[src/rtl/bist_mode_pkg.sv]
package bist_mode_pkg;

    typedef enum logic [1:0] {
        MODE_NORMAL  = 2'b00,
        MODE_SCAN    = 2'b01,
        MODE_GEN     = 2'b10,
        MODE_COMPACT = 2'b11
    } bmr_mode_e;

endpackage

[src/rtl/bist_mode_cell.sv]
module bist_mode_cell
    import bist_mode_pkg::*;
#(
    parameter bit FIRST = 1'b0
) (
    input  bmr_mode_e mode_i,
    input  logic      chain_i,
    input  logic      par_i,
    input  logic      tap_i,
    input  logic      fb_i,
    output logic      d_o
);
    logic lin_in;
    logic fold;

    generate
        if (FIRST) begin : g_head
            assign lin_in = 1'b0;
        end else begin : g_body
            assign lin_in = chain_i;
        end
    endgenerate

    assign fold = lin_in ^ (tap_i & fb_i);

    always_comb begin
        unique case (mode_i)
            MODE_NORMAL:  d_o = par_i;
            MODE_SCAN:    d_o = chain_i;
            MODE_GEN:     d_o = fold;
            MODE_COMPACT: d_o = fold ^ par_i;
            default:      d_o = par_i;
        endcase
    end

endmodule

[src/rtl/bist_mode_judge.sv]
module bist_mode_judge #(
    parameter int WIDTH = 8
) (
    input  logic             clk,
    input  logic             rst_n,
    input  logic             check_i,
    input  logic [WIDTH-1:0] state_i,
    input  logic [WIDTH-1:0] golden_i,
    output logic             pass_o,
    output logic             checked_o
);
    typedef struct packed {
        logic pass;
        logic checked;
    } judge_t;

    judge_t jd_d, jd_q;
    logic   match;

    assign match = (state_i == golden_i);

    always_comb begin
        jd_d = jd_q;
        if (check_i) begin
            jd_d.pass    = match;
            jd_d.checked = 1'b1;
        end
    end

    always_ff @(posedge clk or negedge rst_n) begin
        if (!rst_n) jd_q <= '0;
        else        jd_q <= jd_d;
    end

    assign pass_o    = jd_q.pass;
    assign checked_o = jd_q.checked;

    AST_PASS_LATCH: assert property (@(posedge clk) disable iff (!rst_n)
        check_i |=> (pass_o == ($past(state_i) == $past(golden_i))) && checked_o);
    AST_PASS_HOLD: assert property (@(posedge clk) disable iff (!rst_n)
        !check_i |=> $stable(pass_o) && $stable(checked_o));
    AST_PASS_NEEDS_CHECK: assert property (@(posedge clk) disable iff (!rst_n)
        pass_o |-> checked_o);

endmodule

[src/rtl/bist_mode_reg.sv]
module bist_mode_reg
    import bist_mode_pkg::*;
#(
    parameter int WIDTH = 8
) (
    input  logic             clk,
    input  logic             rst_n,
    input  logic [1:0]       mode,
    input  logic [WIDTH-1:0] par_in,
    input  logic             scan_in,
    input  logic [WIDTH-1:0] poly,
    input  logic [WIDTH-1:0] golden,
    input  logic             check,
    output logic [WIDTH-1:0] sig_out,
    output logic             scan_out,
    output logic             pass,
    output logic             checked
);
    localparam int MSB = WIDTH - 1;

    typedef struct packed {
        logic [WIDTH-1:0] sig;
    } reg_t;

    reg_t             rg_d, rg_q;
    bmr_mode_e        mode_e;
    logic             fb;
    logic [WIDTH-1:0] chain;
    logic [WIDTH-1:0] cell_d;

    assign mode_e = bmr_mode_e'(mode);
    assign fb     = rg_q.sig[MSB];

    generate
        for (genvar i = 0; i < WIDTH; i++) begin : g_cell
            if (i == 0) begin : g_src0
                assign chain[i] = scan_in;
            end else begin : g_srcn
                assign chain[i] = rg_q.sig[i-1];
            end
            bist_mode_cell #(.FIRST(i == 0)) u_cell (
                .mode_i  (mode_e),
                .chain_i (chain[i]),
                .par_i   (par_in[i]),
                .tap_i   (poly[i]),
                .fb_i    (fb),
                .d_o     (cell_d[i])
            );
        end
    endgenerate

    always_comb begin
        rg_d     = rg_q;
        rg_d.sig = cell_d;
    end

    always_ff @(posedge clk or negedge rst_n) begin
        if (!rst_n) rg_q <= '0;
        else        rg_q <= rg_d;
    end

    assign sig_out  = rg_q.sig;
    assign scan_out = rg_q.sig[MSB];

    bist_mode_judge #(.WIDTH(WIDTH)) u_judge (
        .clk       (clk),
        .rst_n     (rst_n),
        .check_i   (check),
        .state_i   (rg_q.sig),
        .golden_i  (golden),
        .pass_o    (pass),
        .checked_o (checked)
    );

    AST_NORMAL_LOAD: assert property (@(posedge clk) disable iff (!rst_n)
        (mode == 2'b00) |=> sig_out == $past(par_in));
    AST_SCAN_SHIFT: assert property (@(posedge clk) disable iff (!rst_n)
        (mode == 2'b01) |=> (sig_out[MSB:1] == $past(sig_out[MSB-1:0])) && (sig_out[0] == $past(scan_in)));
    AST_GEN_LOCKUP: assert property (@(posedge clk) disable iff (!rst_n)
        (mode == 2'b10 && sig_out == '0) |=> sig_out == '0);
    AST_GEN_NONZERO: assert property (@(posedge clk) disable iff (!rst_n)
        (mode == 2'b10 && sig_out != '0 && poly[0]) |=> sig_out != '0);
    AST_FB_SHIFT_LOW: assert property (@(posedge clk) disable iff (!rst_n)
        (mode[1] && !scan_out) |=> sig_out[MSB:1] == ($past(sig_out[MSB-1:0]) ^ ($past(par_in[MSB:1]) & {MSB{$past(mode[0])}})));

endmodule

[config.mk]
export PLATFORM = sky130hd
export DESIGN_NAME = bist_mode_reg
export DESIGN_NICKNAME = d
export VERILOG_FILES = /design/src/rtl/bist_mode_pkg.sv /design/src/rtl/bist_mode_cell.sv /design/src/rtl/bist_mode_judge.sv /design/src/rtl/bist_mode_reg.sv
export SDC_FILE = /design/constraint.sdc
export NUM_CORES = 1
export LEC_CHECK = 0
export ABC_CLOCK_PERIOD_IN_PS = 4130
export BUFFER_PORTS_ARGS = -buffer_cell sky130_fd_sc_hd__clkbuf_2
export CORE_MARGIN = 2
export CORE_UTILIZATION = 50
export CTS_BUF_LIST = sky130_fd_sc_hd__clkbuf_2
export DETAILED_ROUTE_END_ITERATION = 6
export PLACE_DENSITY = 0.82
export SYNTH_ARGS = -nofsm -noshare
export SYNTH_HDL_FRONTEND = slang
export SYNTH_HIERARCHICAL = 1
export SYNTH_SLANG_ARGS = --single-unit
[constraint.sdc]
create_clock -name clk -period 4.13 [get_ports clk]
set_input_delay 0.826 -clock clk [delete_from_list [all_inputs] [get_ports clk]]
set_output_delay 0.826 -clock clk [all_outputs]
set_load 0.01 [all_outputs]
Yosys cells after proc, flatten, opt, wreduce, memory -nomap -nowiden --
Cells that the tools add are included.
Storage, ports and cells: bits of input ports 30, output and inout port bits 11, word-level logic and storage cells 39, bits in registers 10
Operators by class: reduce and logical (&&, ||, !) cells 1, mux-type cells 8, equality and inequality tests 4, bitwise gates (word level) 23
Operator list (count):
- $pmux 1 s4 | 8
- $xor 1x1->1 | 15
- $and 1x1->1 | 8
- $eq 8x8->1 | 1
- $eq 2x2->1 const B | 2
- $eq 2x1->1 const B | 1
- $logic_not 2->1 | 1

Longest topological paths before layout --
Gate-level depths: netlist (run 1).
depth after elaboration 4, gate-level depth with buffers 3, depth with buffers taken out 3

Cells and area by module --
The synthesis (run 1) kept the hierarchy.
Modules (own cells, without submodules):
- bist_mode_cell at g_cell[1].u_cell ... | instances 7, area an instance 86.3 sq um, cells each 12
- bist_mode_reg | instances 1, area an instance 207.7 sq um, cells each 9
- bist_mode_judge | instances 1, area an instance 153.9 sq um, cells each 15
- bist_mode_cell at g_cell[0].u_cell | instances 1, area an instance 40.0 sq um, cells each 6

Worst setup path before layout (run 1) --
OpenSTA, ideal clock, no wires.
kind register to output, from reg rg_q, in the netlist sig_out[7], to out sig_out[7], slack 2.260 ns, required time 3.304 ns, cell stages (with the launch flop) 2, arrival 1.044 ns, path through dfrtp_1 buf_4
RTL lines:
- start, declared | line bist_mode_reg.sv:25 | reg_t rg_d, rg_q;
- start signal, assigned | line bist_mode_reg.sv:59 | else rg_q <= rg_d;
- end, declared | line bist_mode_reg.sv:14 | output logic [WIDTH-1:0] sig_out,
No word-level cell between the ends.

Worst setup path in the final report (run 1) --
from reg rg_q, in the netlist sig_out[7], to out scan_out
RTL lines:
- end, declared | line bist_mode_reg.sv:15 | output logic scan_out,
No word-level cell between the ends.

==> results.md, run 1 <==
* Outcome: finished clean
* Synth unique cells at 19
* Worst Path Required at 3300 ps
* Initial Utilization at 52.3%
* HPWL after detailed placement at 1.77 mm
* Yosys top cell area share at 24.9%
* Synth area leaders: dfrtp_1 (25%), mux2i_1 (14%), nand4b_1 (12%)
* Reg2Reg Setup Slack at 2270 ps
* Most frequent cells in the layout: clkbuf_2 (43), nand2_1 (16), mux2i_1 (14), nand4b_1 (14), dfrtp_1 (10)
* Synth warn at 6
* Cell count after placement at 180
* Commonest non-fill, non-tap cell in the layout: clkbuf_2
* Total CTS buffers at 3
* Worst-case clock buffer depth at 2
* Die width at 48.9 µm
* Worst Path Max Fanout at 32
* Period utilization at 56.9%
* Static Leak at just over 0.6 nW
* Fin crit period at around 2300 ps
* Final setup margin at 1780 ps
* Cell breakdown of the critical path: clkbuf_2
* #FFs+latches synth at 10
* Diodes inserted at 0
* Sequential-to-total area share from yosys stat at 24.9%
* Fin nets at roughly 190
* H-tree depth at 1
* Setup TNS at 0 ps
* Mapped Nets at roughly 140
* Critical path's largest stage delay at 990 ps
* Drt drc at 0
* Worst reg2reg path endpoint: u_judge/pass_o
* Die height at 48.9 µm
* Resized Gates After CTS at 0
* Worst Reg2Reg Path Length in Cells at 3
* Area Overhead vs Synth at 24.4%
* Gpl congestion at 0.732
* Global route overflow at 0
* VDD IR-drop max at around 0.00020 V
* Drt via density at 6.01
* Max cap viols at 0
* Pin count of the biggest net entering global routing at 33
* RSZ-0062 raised after global routing: no
* Pins Over Slew Limit at 0
* Worst r2r src: sig_out[7]
* Cell family with most CP delay: flip-flops
* CTS sink cnt at 10
* Layout cells sized above 1 at about a third
* Wire per inst at approximately 14 µm
* GRT Total Usage at 20.9%
* Clk pin slew, worst setup/hold paths at 120 ps
* Buf+Inv Stages, Crit Path at 1
* Cell with the largest stage delay on the worst path: dfrtp_1
* Synthesized instance count at 114
* First-pass GRT wire length at 4.00 mm
* Die area at 2390 µm²
* Worst Path Class, Setup: reg2out
* Synthesized area per cell at 8.82 µm²
* Endpoint class of the critical path: output port
* Design area at about 1300 µm²
* Post-Syn Area at 1010 µm²
* Setup slack at placement at 2030 ps
* Vias in the first global route at 936
* Clk_lat worst skew at 260 ps
* Routed wire length at 2.53 mm
* Worst hold path class: in2async
* Setup bufs post-CTS at 0
* Setup Viol. Count Final at 0
* Vias at 1106
* Post-route ant nets at 0
* PortBufs at 40
* I/O Pins at 41
* CP Launch Type: flop
* Root Driver: clkbuf_2
* Final core utilization at between 60% and 70%
* Worst Path Arrival at roughly 1500 ps
* Drt initial violations at 26
* Worst Max-Slew Pin Slew at 951 ps
* CTS tree: built
* Final Hold Fails at 0
* Placed cell area at 1230 µm²
* PwrDens at 379 nW/µm²
* Finished Layout Cells at 184
* Initial antenna violation count at 0
* Drt pass-1 iters at 4
* Hold buffers post-CTS at 0
* Relative slew slack at 36.6%
* Std-Cell Rows at 16
* Synth area leader: dfrtp_1
* Core area at 1920 µm²
* Max Clk Rate at 426 MHz
* Worst clock skew at 5.99 ps
==> per-stage QoR <==
stage	power, mW	hold WS [ps]
3_3_place_gp	0.405	455
4_1_cts	0.475	412
2_1_floorplan	0.331	512
5_1_grt	0.513	425
6_report	0.474	416
3_5_place_dp	0.415	457
==> logic make-up after synthesis <==
kind of cell              count (synthesis)  share of synthesized area [%]
and+or+nand+nor                          42                           23.9
xor gates and xnor gates                  9                           7.84
AOI/OAI and AO/OA                        31                           26.1
buffers and inverters                     8                           3.36
muxes                                    14                           13.9
DFF                                      10                           24.9
==> report_power, final <==
| part | total (mW) | switching, mW | internal (mW) |
|---|---|---|---|
| combinational | 0.214 | 0.101 | 0.113 |
| sequential | 0.201 | 0.0806 | 0.120 |
| clock | 0.0596 | 0.0385 | 0.0210 |
==> flip-flops by register name, indices dropped and copies added, names as in the netlist <==
name / count
u_judge/pass_o: 1
sig_out: 8
u_judge/checked_o: 1
==> layout make-up <==
cell class,count,area (µm²)
clock inverter,1,3.75
clock buffer,3,15.0
fill,183,671
timing repair buffer,40,200
multi-input combinational,96,722
inverter,7,26.3
sequential,10,250
tap,27,33.8
==> synthesized netlist by cell type (all sizes together) <==
library cell	count
a211oi	1
nand4b	14
nor4	2
a31o	1
a22o	7
a211o	7
xor2	8
or2	1
a31oi	7
mux2i	14
a21oi	1
xnor2	1
nand2	16
nor2	7
dfrtp	10
buf	1
a311oi	7
inv	7
nor2b	2
==> worst max path at each step <==
stage                from          to  cells past startpoint
2_1_floorplan  sig_out[7]  sig_out[7]                      1
3_3_place_gp      mode[0]  sig_out[7]                      4
3_5_place_dp      mode[0]  sig_out[4]                      4
4_1_cts        sig_out[7]  sig_out[7]                      1
5_1_grt        sig_out[7]  sig_out[7]                      1
6_report       sig_out[7]    scan_out                      1
==> layer usage <==
layer / GRT usage, % / share of wire, % / vias to the layer above
met5: 0 / 0 / -
met4: 8.10 / 0 / 0
met3: 4.60 / 6.6 / 0
met2: 31.1 / 45 / 48
met1: 29.6 / 48 / 521
li1: - / - / 537
Note: power is estimated with default switching activity, not from simulation.
==> run 2, diff against run 1 <==
Settings changed: ABC_AREA set to 1, ABC_CLOCK_PERIOD_IN_PS 4130 to 2200, CORE_UTILIZATION 50 to 49.
Clock period 4.13 ns to 2.2 ns, I/O delays scaled along.
==> results.md, run 2 <==
* Total chip power at 0.605 mW (+28%)
* Relative slew slack at 62.3% (+26 points)
* PwrDens at 498 nW/µm² (+31%)
* Clock power frac at 16.3% (+3.7 points)
* Worst-case clock buffer depth at 2 (unchanged)
* Worst Path Arrival at 1200 ps (-320 ps)
* Worst Max-Slew Pin Slew at 565 ps (-385 ps)
* Synthesized instance count at 178 (+56%)
* Most frequent cell after synthesis: nand2_1
* Root Driver: clkbuf_2
* Initial Utilization at 50.7% (-1.7 points)
* Period utilization at 74.4%
* Cell with the largest stage delay on the worst path: dfrtp_1
* Synthesized area per cell at 5.47 µm² (-38%)
* Die area at 2360 µm² (-1.2%)
* CP Launch Type: flop
* Cell family with most CP delay: flip-flops
* Clk_lat worst skew at 250 ps (about the same)
* Post-Syn Area at 973 µm² (-3.2%)
* Final core utilization at 63.2% (-1.9 points)
* I/O Pins at 41 (unchanged)
* Main flop type after synthesis: dfrtp_1
* Fin crit period at 1640 ps
* Mapped Nets at 208 (+44%)
* Reg2Reg Setup Slack at 930 ps (-1340 ps)
* Buf+Inv Stages, Crit Path at 1 (unchanged)
* CTS sink cnt at 10 (unchanged)
* Placed cell area at 1200 µm² (-2.6%)
* Post-route ant nets at 0 (unchanged)
* PortBufs at 40 (unchanged)
* HPWL after detailed placement at 1.66 mm (-6.2%)
* Routed wire length at 2.18 mm (-14%)
* First-pass GRT wire length at 4.04 mm (+1.2%)
* CTS tree: built
* Pins Over Slew Limit at 0 (unchanged)
* Gpl congestion at 0.715 (-2.3%)
* Hold buffers post-CTS at 0 (unchanged)
* Drt via density at 4.54 (-24%)
* Die height at 48.6 µm (-0.58%)
* Vias in the first global route at 1011 (+8.0%)
* Compound-cell area share of the yosys netlist at 1.03% (-25 points)
* Synth warn at 6 (unchanged)
* GRT Total Usage at 21.7% (+0.76 points)
* Fin nets at 252 (+34%)
* Layout cells sized above 1 at 23.2% (-9.9 points)
* Setup bufs post-CTS at 0 (unchanged)
* Wire per inst at 8.83 µm (-36%)
* Clk pin slew, worst setup/hold paths at 100 ps (-20 ps)
* Worst Path Required at 1760 ps (-1540 ps)
* VDD IR-drop max at 0.000367 V (+82%)
* Outcome: finished clean
* Commonest non-fill, non-tap cell in the layout: nand2_1
* Worst Path Class, Setup: reg2out
* Setup TNS at 0 ps (unchanged)
* Max cap viols at 0 (unchanged)
* Sw frac at 41.7% (-4.7 points)
* XOR/XNOR Fraction of Synth Area at 1.80% (-6.0 points)
* Most frequent cells after synthesis: nand2_1 (74), inv_1 (39), nand3_1 (24)
* Critical path's largest stage delay at 710 ps (-280 ps)
* Endpoint class of the critical path: output port
* Max Clk Rate at 611 MHz
* Drt drc at 0 (unchanged)
* Std-Cell Rows at 16 (unchanged)
* Comb power frac at 41.1% (-4.0 points)
* NetSw at 0.252 mW (+15%)
* Die width at 48.6 µm (-0.58%)
* Worst Path Max Fanout at 19 (-41%)
* Synth area leader: nand2_1
* Sequential share of power at 42.5% (about the same)
* Diodes inserted at 0 (unchanged)
* Cell breakdown of the critical path: clkbuf_2
* Post-synth ARST share at 100% (unchanged)
* Yosys top cell area share at 28.5% (+3.7 points)
* Synth area leaders: nand2_1 (29%), dfrtp_1 (26%), inv_1 (15%)
* Multiplexer area fraction after synthesis at 0% (-14 points)
* Vias at 1122 (+1.4%)
* Design area at 1210 µm² (-2.9%)
* Total CTS buffers at 3 (unchanged)
* Worst clock skew at 1.36 ps (-4.63 ps)
* Initial antenna violation count at 0 (unchanged)
* Core area at 1920 µm² (unchanged)
* Largest family of logic cells by synthesized area: simple AND/OR/NAND/NOR gates
* Adder-Cell Fraction of Synth Area at 0% (unchanged)
* Setup Viol. Count Final at 0 (unchanged)
* Post-Synth Simple-Gate Area at 55.7% (+32 points)
* Most frequent cells in the layout: nand2_1 (74), clkbuf_2 (43), inv_1 (39)
* Static Leak at 0.825 nW (+35%)
* Sequential-to-total area share from yosys stat at 25.7% (+0.83 points)
* Drt initial violations at 11 (-58%)
* H-tree depth at 1 (unchanged)
* Pint at 0.353 mW (+39%)
* Synth unique cells at 12 (-7)
* Pin count of the biggest net entering global routing at 25 (-24%)
* Final Hold Fails at 0 (unchanged)
* Drt pass-1 iters at 4 (unchanged)
* Post-synth EDFFs at 0 (unchanged)
* Largest register FFs at 8 (unchanged)
* Resized Gates After CTS at 0 (unchanged)
* Global route overflow at 0 (unchanged)
* RSZ-0062 raised after global routing: no
* #FFs+latches synth at 10 (unchanged)
* Worst hold path class: in2async
* Area Overhead vs Synth at 24.8%
run 2: cell count changes in the layout (fill, tap and decap cells not counted), sizes merged, moves of 8 or more:
cell / change
nand4b: -14
xor2: -8
nand2: +65
inv: +32
nand3: +24
mux2i: -14
run 2: worst reg2reg max path, delay by kind of cell (launching register included):
family / cells / cell delay (ps)
DFF: 1 / 710
and+or+nand+nor: 5 / 470
run 2: area by class of cell:
type                            instances  area, µm²
Clock buffer                            3       15.0
Fill cell                             207        707
Inverter                               39        146
Multi-Input combinational cell        128        569
Sequential cell                        10        250
Tap cell                               27       33.8
Timing Repair Buffer                   40        200
run 2: cell families after synthesis:
logic type | Yosys count
buffers and inverters | 40
and+or+nand+nor | 124
AOI/OAI and AO/OA | 2
DFF | 10
xor gates and xnor gates | 2
run 2: path summary, 6_finish.rpt:
path,cells after the start,end,from
setup / recovery,1,scan_out,sig_out[7]
hold / removal,1,sig_out[1],rst_n
setup reg to reg,5,sig_out[1],sig_out[7]
hold reg to reg,1,u_judge/checked_o,u_judge/checked_o
max in group asynchronous,1,sig_out[5],rst_n
min in group clk,2,u_judge/checked_o,check
run 2: routing by layer:
metal	up-vias	global-route usage, %	part of all wire [%]
met3	2	6.79	6.6
met2	36	39.1	47
met4	0	3.81	0.64
li1	617	-	-
met1	467	25.5	45
met5	-	0	0
run 2: metrics by stage:
stage / hold slack [ps] / std cells / setup WS [ps]
final: 44.2 / 247 / 563
after global placement: 322 / 244 / 873
after floorplan: 144 / 178 / 952
after detailed placement: 330 / 244 / 851
after CTS: 43.8 / 247 / 554
after global routing: 24.7 / 247 / 425
run 2: power groups by stage:
| stage | logic (mW) | registers [mW] | clock network [mW] |
|---|---|---|---|
| finish | 0.249 | 0.257 | 0.0989 |
| global route | 0.292 | 0.265 | 0.119 |
| CTS | 0.251 | 0.257 | 0.105 |
| detailed placement | 0.251 | 0.261 | 0 |
| global placement | 0.246 | 0.259 | 0 |
| floorplan | 0.156 | 0.260 | 0 |
==> run 3, diff against run 2 <==
Settings changed: ABC_AREA 1 to 0, ABC_CLOCK_PERIOD_IN_PS 2200 to 1320, CORE_UTILIZATION 49 to 45, PLACE_DENSITY 0.82 to 0.78.
Clock period 2.2 ns to 1.32 ns, I/O delays scaled along.
==> results.md, run 3 (synthesis results as in run 1) <==
* Max cap viols at 0 (unchanged)
* VDD IR-drop max at 0.000675 V (+84%)
* Final setup margin at -67.9 ps (-631 ps)
* Routed wire length at 3.03 mm (+39%)
* Fin nets at 198 (-21%)
* Final core utilization at 64.1% (+0.86 points)
* Initial Utilization at 46.4% (-4.3 points)
* Relative slew slack at 80.4% (+18 points)
* PortBufs at 40 (unchanged)
* CP Launch Type: flop
* Std-Cell Rows at 17 (+1)
* Pin count of the biggest net entering global routing at 32 (+28%)
* Worst Max-Slew Pin Slew at 294 ps (-271 ps)
* Vias in the first global route at 1062 (+5.0%)
* Endpoint class of the critical path: flop
* Setup slack at placement at -87.5 ps (-938 ps)
* GRT Total Usage at 23.3% (+1.7 points)
* First-pass GRT wire length at 4.63 mm (+14%)
* Worst Path Arrival at 1540 ps (+340 ps)
* Reg2Reg Setup Slack at -70 ps (-1000 ps)
* Vias at 1154 (+2.9%)
* Clk pin slew, worst setup/hold paths at 120 ps (+20 ps)
* Die width at 51.3 µm (+5.6%)
* Post-route ant nets at 0 (unchanged)
* Core area at 2170 µm² (+13%)
* Drt via density at 5.92 (+30%)
* CTS tree: built
* Gpl congestion at 0.822 (+15%)
* Fillers at 199 (-3.9%)
* Layout cells sized above 1 at 42.5% (+19 points)
* Cell with the largest stage delay on the worst path: dfrtp_4
* Total CTS buffers at 3 (unchanged)
* Outcome: finished, violations left
* Critical Path End: sig_out[7]
* Worst Path Required at 1470 ps (-290 ps)
* Worst Path Max Fanout at 8 (-11)
* Clk_lat worst skew at 260 ps (about the same)
* Area Overhead vs Synth at 38.2%
* Drt initial violations at 21 (+10)
* Worst clock skew at 8.81 ps (+7.45 ps)
* Fin crit period at roughly 1400 ps
* Period utilization at 105%
* Diodes inserted at 0 (unchanged)
* Die height at 51.3 µm (+5.6%)
* Worst-case clock buffer depth at 2 (unchanged)
* Drt drc at 0 (unchanged)
* RSZ-0062 raised after global routing: yes
* Static Leak at 0.671 nW (-19%)
* CTS sink cnt at 10 (unchanged)
* Cell breakdown of the critical path: buf_6 -> a211o_2 -> a31oi_1 -> a311oi_1
* Root Driver: clkbuf_2
* PwrDens at 1250 nW/µm² (+150%)
* Initial antenna violation count at 0 (unchanged)
* Failing checks: setup timing
* Wire per inst at 15.6 µm (+76%)
* Global route overflow at 0 (unchanged)
* H-tree depth at 1 (unchanged)
* Final Hold Fails at 0 (unchanged)
* Worst Reg2Reg Path Length in Cells at 4 (-1)
* Worst hold path class: in2reg
* HPWL after detailed placement at 2.10 mm (+26%)
* Most frequent cells in the layout: clkbuf_2 (44), nand2_1 (16), mux2i_1 (14), nand4b_1 (14), xor2_1 (8)
* I/O Pins at 41 (unchanged)
* Commonest non-fill, non-tap cell in the layout: clkbuf_2
* Critical path's largest stage delay at 560 ps (-150 ps)
* Drt pass-1 iters at 4 (unchanged)
* Pins Over Slew Limit at 0 (unchanged)
* Largest register FFs at 8 (unchanged)
* Max Clk Rate at 721 MHz
* Worst r2r src: sig_out[7]
* Worst Path Class, Setup: reg2reg
* Critical path launch point: sig_out[7]
* Setup Viol. Count Final at 6 (+6)
* Die area at 2630 µm² (+11%)
* Worst reg2reg path endpoint: sig_out[7]
run 3: cell count changes in the layout (fill, tap and decap cells not counted), moves of 8 or more:
cell      delta
nand4b_1    +14
mux2i_1     +14
nand2_1     -58
nand3_1     -24
inv_1       -32
xor2_1       +8
run 3: cell type report:
type	count	area, µm²	share of cell area (%)
multi-input cells	96	753	54.2
clock buffers	4	20.0	1.44
well taps	28	35.0	2.52
inverters	7	26.3	1.89
flip-flops and latches	10	258	18.5
repair buffers	50	298	21.4
run 3: where the power goes:
part           switching (mW)  internal (mW)  total [mW]
Combinational           0.478          0.482       0.960
Sequential              0.183          0.393       0.576
Clock                   0.119         0.0804       0.199
Total                   0.780          0.956        1.74
run 3: worst max-delay path: cells and delay by family, from the launching register on:
kind | cells | cell delay [ps]
buffers and inverters | 1 | 160
AOI/OAI and AO/OA | 3 | 540
DFF | 1 | 560
run 3: per-layer routing:
| metal | up-vias | global-route usage [%] | wire length, µm |
|---|---|---|---|
| met5 | - | 0 | 0 |
| met4 | 0 | 7.02 | 23 |
| met3 | 4 | 5.56 | 140 |
| met2 | 32 | 41.6 | 1690 |
| met1 | 561 | 27.6 | 1190 |
| li1 | 557 | - | - |
run 3: metrics by stage:
stage,hold slack [ps],cell area (µm²),setup TNS (ps),instances,power (mW)
3_3_place_gp,155,1290,-81.5,187,1.33
4_1_cts,209,1350,-320,195,1.68
3_5_place_dp,157,1290,-327,187,1.39
2_1_floorplan,-31.6,1010,0,114,1.04
5_1_grt,203,1390,-535,195,1.85
6_report,218,1390,-212,195,1.74
run 3: worst min-delay path by stage:
stage,slack (ps),cells after the start,start,end
after floorplan,-30,0,rst_n,sig_out[0]
after global placement,160,1,rst_n,sig_out[6]
after detailed placement,160,1,rst_n,sig_out[5]
after CTS,210,2,check,u_judge/checked_o
after global routing,200,2,check,u_judge/checked_o
final,220,2,check,u_judge/checked_o
run 3: repair_timing:
item                                    4_1_cts  5_1_grt
pin swaps                                     1        7
endpoints found under the setup margin       10       11
hold buffers                                  1        0
setup buffers                                 3        0
endpoints found under the hold margin        10        0
resized for setup                             3        9
